===== src/rtl/shf_pkg.sv =====
package shf_pkg;

    typedef enum logic [1:0] {
        SHF_MODE_LOGIC  = 2'd0,
        SHF_MODE_ARITH  = 2'd1,
        SHF_MODE_ROTATE = 2'd2
    } shf_mode_e;

endpackage


===== src/rtl/shf_ctrl.sv =====
module shf_ctrl
    import shf_pkg::*;
(
    input  logic      rot_i,
    input  logic      arith_i,
    input  logic      dir_i,
    input  logic      msb_i,
    output shf_mode_e mode_o,
    output logic      mirror_o,
    output logic      fill_o
);
    always_comb begin
        if (rot_i) begin
            mode_o = SHF_MODE_ROTATE;
        end else if (arith_i && dir_i) begin
            mode_o = SHF_MODE_ARITH;
        end else begin
            mode_o = SHF_MODE_LOGIC;
        end
        mirror_o = ~dir_i;
        fill_o   = (mode_o == SHF_MODE_ARITH) ? msb_i : 1'b0;
    end
endmodule


===== src/rtl/shf_mirror.sv =====
module shf_mirror #(
    parameter int W = 16
) (
    input  logic         en_i,
    input  logic [W-1:0] vec_i,
    output logic [W-1:0] vec_o
);
    logic [W-1:0] flipped;

    for (genvar i = 0; i < W; i++) begin : g_bit
        assign flipped[i] = vec_i[W-1-i];
    end

    assign vec_o = en_i ? flipped : vec_i;
endmodule


===== src/rtl/shf_stage.sv =====
module shf_stage #(
    parameter int W    = 16,
    parameter int DIST = 1
) (
    input  logic         en_i,
    input  logic         rot_i,
    input  logic         fill_i,
    input  logic [W-1:0] vec_i,
    output logic [W-1:0] vec_o
);
    logic [W-1:0] moved;

    for (genvar i = 0; i < W; i++) begin : g_bit
        if (i + DIST < W) begin : g_in
            assign moved[i] = vec_i[i+DIST];
        end else begin : g_edge
            assign moved[i] = rot_i ? vec_i[i+DIST-W] : fill_i;
        end
    end

    assign vec_o = en_i ? moved : vec_i;
endmodule


===== src/rtl/shf_barrel_top.sv =====
module shf_barrel_top
    import shf_pkg::*;
#(
    parameter int WIDTH = 16,
    localparam int AMT_W = $clog2(WIDTH)
) (
    input  logic             clk,
    input  logic             rst_n,
    input  logic [WIDTH-1:0] data_i,
    input  logic [AMT_W-1:0] amt_i,
    input  logic             rot_i,
    input  logic             arith_i,
    input  logic             dir_i,
    output logic [WIDTH-1:0] q_o
);
    typedef struct packed {
        logic [WIDTH-1:0] word;
    } shf_state_t;

    shf_state_t state_d, state_q;

    shf_mode_e mode;
    logic      mirror;
    logic      fill;

    logic [WIDTH-1:0] lane [AMT_W+1];
    logic [WIDTH-1:0] net_out;

    shf_ctrl u_ctrl (
        .rot_i   (rot_i),
        .arith_i (arith_i),
        .dir_i   (dir_i),
        .msb_i   (data_i[WIDTH-1]),
        .mode_o  (mode),
        .mirror_o(mirror),
        .fill_o  (fill)
    );

    shf_mirror #(.W(WIDTH)) u_mirror_in (
        .en_i (mirror),
        .vec_i(data_i),
        .vec_o(lane[0])
    );

    // Levels ordered from the largest distance to the smallest.
    for (genvar s = 0; s < AMT_W; s++) begin : g_level
        localparam int BIT = AMT_W - 1 - s;
        shf_stage #(.W(WIDTH), .DIST(1 << BIT)) u_stage (
            .en_i  (amt_i[BIT]),
            .rot_i (mode == SHF_MODE_ROTATE),
            .fill_i(fill),
            .vec_i (lane[s]),
            .vec_o (lane[s+1])
        );
    end

    shf_mirror #(.W(WIDTH)) u_mirror_out (
        .en_i (mirror),
        .vec_i(lane[AMT_W]),
        .vec_o(net_out)
    );

    always_comb begin
        state_d      = state_q;
        state_d.word = net_out;
    end

    always_ff @(posedge clk or negedge rst_n) begin
        if (!rst_n) begin
            state_q <= '0;
        end else begin
            state_q <= state_d;
        end
    end

    assign q_o = state_q.word;

    // Checks
    logic armed_q;
    always_ff @(posedge clk or negedge rst_n) begin
        if (!rst_n) armed_q <= 1'b0;
        else        armed_q <= 1'b1;
    end

    // zero distance keeps the word intact
    p_zero_amt_pass_r2: assert property (@(posedge clk) disable iff (!rst_n)
        (armed_q && $past(amt_i) == '0) |-> q_o == $past(data_i));

    // rotation preserves the number of set bits
    p_rot_popcount_r10: assert property (@(posedge clk) disable iff (!rst_n)
        (armed_q && $past(rot_i)) |-> $countones(q_o) == $countones($past(data_i)));

    // left shift leaves bit 0 clear when moving
    p_left_low_zero_r3: assert property (@(posedge clk) disable iff (!rst_n)
        (armed_q && !$past(rot_i) && !$past(dir_i) && $past(amt_i) != '0) |-> !q_o[0]);

    // logical right shift leaves the MSB clear when moving
    p_right_high_zero_r4: assert property (@(posedge clk) disable iff (!rst_n)
        (armed_q && !$past(rot_i) && !$past(arith_i) && $past(dir_i) && $past(amt_i) != '0)
        |-> !q_o[WIDTH-1]);

    // arithmetic right shift keeps the sign
    p_arith_sign_r5: assert property (@(posedge clk) disable iff (!rst_n)
        (armed_q && !$past(rot_i) && $past(arith_i) && $past(dir_i))
        |-> q_o[WIDTH-1] == $past(data_i[WIDTH-1]));

    // output is zero while reset is held
    always_comb begin
        if (!rst_n) begin
            p_reset_clear_r1: assert (q_o == '0);
        end
    end
endmodule


===== config.mk =====
export PLATFORM = sky130hd
export DESIGN_NAME = shf_barrel_top
export DESIGN_NICKNAME = d
export VERILOG_FILES = /design/src/rtl/shf_pkg.sv /design/src/rtl/shf_ctrl.sv /design/src/rtl/shf_mirror.sv /design/src/rtl/shf_stage.sv /design/src/rtl/shf_barrel_top.sv
export SDC_FILE = /design/constraint.sdc
export NUM_CORES = 1
export LEC_CHECK = 0
export ABC_AREA = 1
export BUFFER_PORTS_ARGS = -buffer_cell sky130_fd_sc_hd__clkbuf_2
export CAP_MARGIN = 5
export CORE_MARGIN = 1
export CORE_UTILIZATION = 50
export DETAILED_ROUTE_END_ITERATION = 10
export GPL_TIMING_DRIVEN = 0
export PLACE_DENSITY = 0.72
export SYNTH_ARGS = -nofsm -noshare
export SYNTH_HDL_FRONTEND = slang
export SYNTH_HIERARCHICAL = 1
export SYNTH_SLANG_ARGS = --single-unit

===== constraint.sdc =====
create_clock -name clk -period 0.8 [get_ports clk]
set_clock_uncertainty 0.05 [all_clocks]
set_input_delay 0.16 -clock clk [delete_from_list [all_inputs] [get_ports clk]]
set_output_delay 0.16 -clock clk [all_outputs]
set_load 0.01 [all_outputs]

==> results.ini <==
[final_layout]
drive_gt1_frac=0.629
regArea_um2=400
antennaDiodeCount=0
fillers=366
instances_no_fill=476
fin_nets=453
fin_area_um2=3000
largest_register_ffs=16
area_growth_pct=34.8
multi_input_area_um2=1760

[yosys]
synth.cell_area_um2=2220
syn_inst=375
ys_seq_area_frac=0.180
yosys.area.top_type=nand2_1
yosys_warnings=6
synth_area_leaders=nand2_1 38%, nand2_2 25%, dfrtp_1 18%
synth_seq_cells=16
avgSynthCellArea_um2=5.93
synth_nets=400
yosysTopAreaCellShare=0.376
yosys.cell_types.count=15

[floorplan]
dieHeight_um=68.7
rows=23
dieArea_um2=4720
ioPinCount=41
start_util=0.537
die_w_um=68.7
core_um2=4140

[drt]
remaining_drc_errors=0
num_vias=2318
ant_nets=0
vias_per_cell=4.87
finalWirelength_um=5540
drt_iter0_drc=131
dr.pass1.iters=4
drt-wirelength-per-cell_um=11.6

[sta]
period_minus_slack_ns=1.47
setup_slack_ns=-0.671
hold_viol=0
period_share=1.84
slew_viol_final=0
tightest_slew_ns=0.369
rsz0062_at_grt=true
relSlewSlack=0.754
setup_tns_ns=-12.49
setup-violations-final=32
fmax_mhz=680

[clock_tree]
htreeDepth=1
clock_path_buffers=2
root_buffer=clkbuf_8
cts_tree=yes
clk_pin_slew_ns=0.05
cts_buffers=3
cts.sinks=16

[setup_path]
path_class=input port to register
cp_max_fo=7
cp.required_ns=0.88
start_kind=input port
critPathCaptureType=register
worstPathArrival_ns=1.55

[global_routing]
grt_pass1_vias=2068
antenna_found_initial=0
grt_usage=0.242
grt_pass1_wl_um=8830
grt_max_degree=17
overflow=0

[outcome]
violations=setup timing
outcome=finished, violations left

[place]
gp_congestion=0.886
portBuffers=36
dp.cells=461
place_area_um2=2530
place_hpwl_um=4000

[hold_path]
hp-start=amt_i[0]
min_to=q_o[0]
min_path_type=input port to register
hold_path_depth=4

[power]
leakagePower_nw=1.68
vdd_drop_max_v=0.000803
report.power.total_w=0.00332
p_per_area_nw_per_um2=1110

[job]
drv_cap=0

## Yosys cell counts (all sizes together)
cell type  number
nand2         314
buf            20
inv            18
dfrtp          16
o21ai           3
nand3           2
nor2            2
## area by class of cell
cell class / instances / area share
Sequential cell: 16 / 0.134
Multi-Input combinational cell: 321 / 0.587
Timing Repair Buffer: 48 / 0.111
Tap cell: 50 / 0.0209
Inverter: 18 / 0.0443
Clock buffer: 3 / 0.0138
Buffer: 20 / 0.0898
## power breakdown
| group | switching, W | total (W) | leakage, nW | internal (W) |
|---|---|---|---|---|
| sequential | 0.0000245 | 0.000936 | 0.207 | 0.000912 |
| combinational | 0.00108 | 0.00182 | 1.45 | 0.000733 |
| clock | 0.000233 | 0.000565 | 0.0216 | 0.000333 |
## cells by family (layout without fill, tap and decap cells)
group / count (synthesis) / after routing / share of synthesized area
compound gates: 3 / 3 / 0.00675
flops: 16 / 16 / 0.180
buf+inv: 38 / 89 / 0.166
simple gates: 318 / 318 / 0.647
## critical path: stages
cell and delay, ns:
buf_8 0.10, inv_4 0.05, buf_8 0.13, clkinv_8 0.08, buf_16 0.15, nand2_2 0.06, nand2_2 0.05, nand2_1 0.07
nand2_2 0.06, nand2_1 0.06, nand2_1 0.05, nand2_1 0.09, nand2_2 0.07, nand2_1 0.07, nand2_2 0.07, nand2_2 0.07
o21ai_2 0.06, nand2_1 0.06, nand2_1 0.05
## what timing repair did
action | in CTS | in global routing
setup endpoints to repair | 32 | 32
hold endpoints to repair | 16 | 0
pin swaps | 78 | 64
hold buffers | 1 | 0
buffers inserted | 6 | 2
cloned | 3 | 0
resized for setup | 49 | 60
## worst max-delay path by stage
stage	cells after the start	start	endpoint
after global placement	18	rot_i	q_o[12]
after floorplan	18	rot_i	q_o[11]
after detailed placement	18	rot_i	q_o[0]
after global routing	19	rot_i	q_o[3]
after CTS	19	rot_i	q_o[14]
final	19	dir_i	q_o[3]
## through the flow
step | util | setup WS, ns | hold WS (ns)
2_1_floorplan | - | -0.694 | -0.186
3_3_place_gp | 0.610 | -1.15 | 0.0369
3_5_place_dp | 0.610 | -1.16 | 0.0369
4_1_cts | 0.677 | -0.645 | 0.180
5_1_grt | 0.723 | -0.779 | 0.231
6_report | 0.723 | -0.671 | 0.202
## cells in the final DEF (no fill, tap or decap), types with 4 or more instances in the layout
cell type	count
nand2_4	8
buf_6	16
nand2_1	135
inv_1	5
buf_4	7
clkbuf_2	32
buf_12	5
inv_2	4
nand2_2	170
dfrtp_1	16
## metal layers
metal | global-route usage | part of all wire | vias to the layer above
met5 | 0 | 0 | -
met4 | 0.00781 | 0.0079 | 0
met3 | 0.0345 | 0.038 | 4
met2 | 0.396 | 0.47 | 50
met1 | 0.352 | 0.48 | 1061
li1 | - | - | 1203
(Power assumes the default switching activity.)
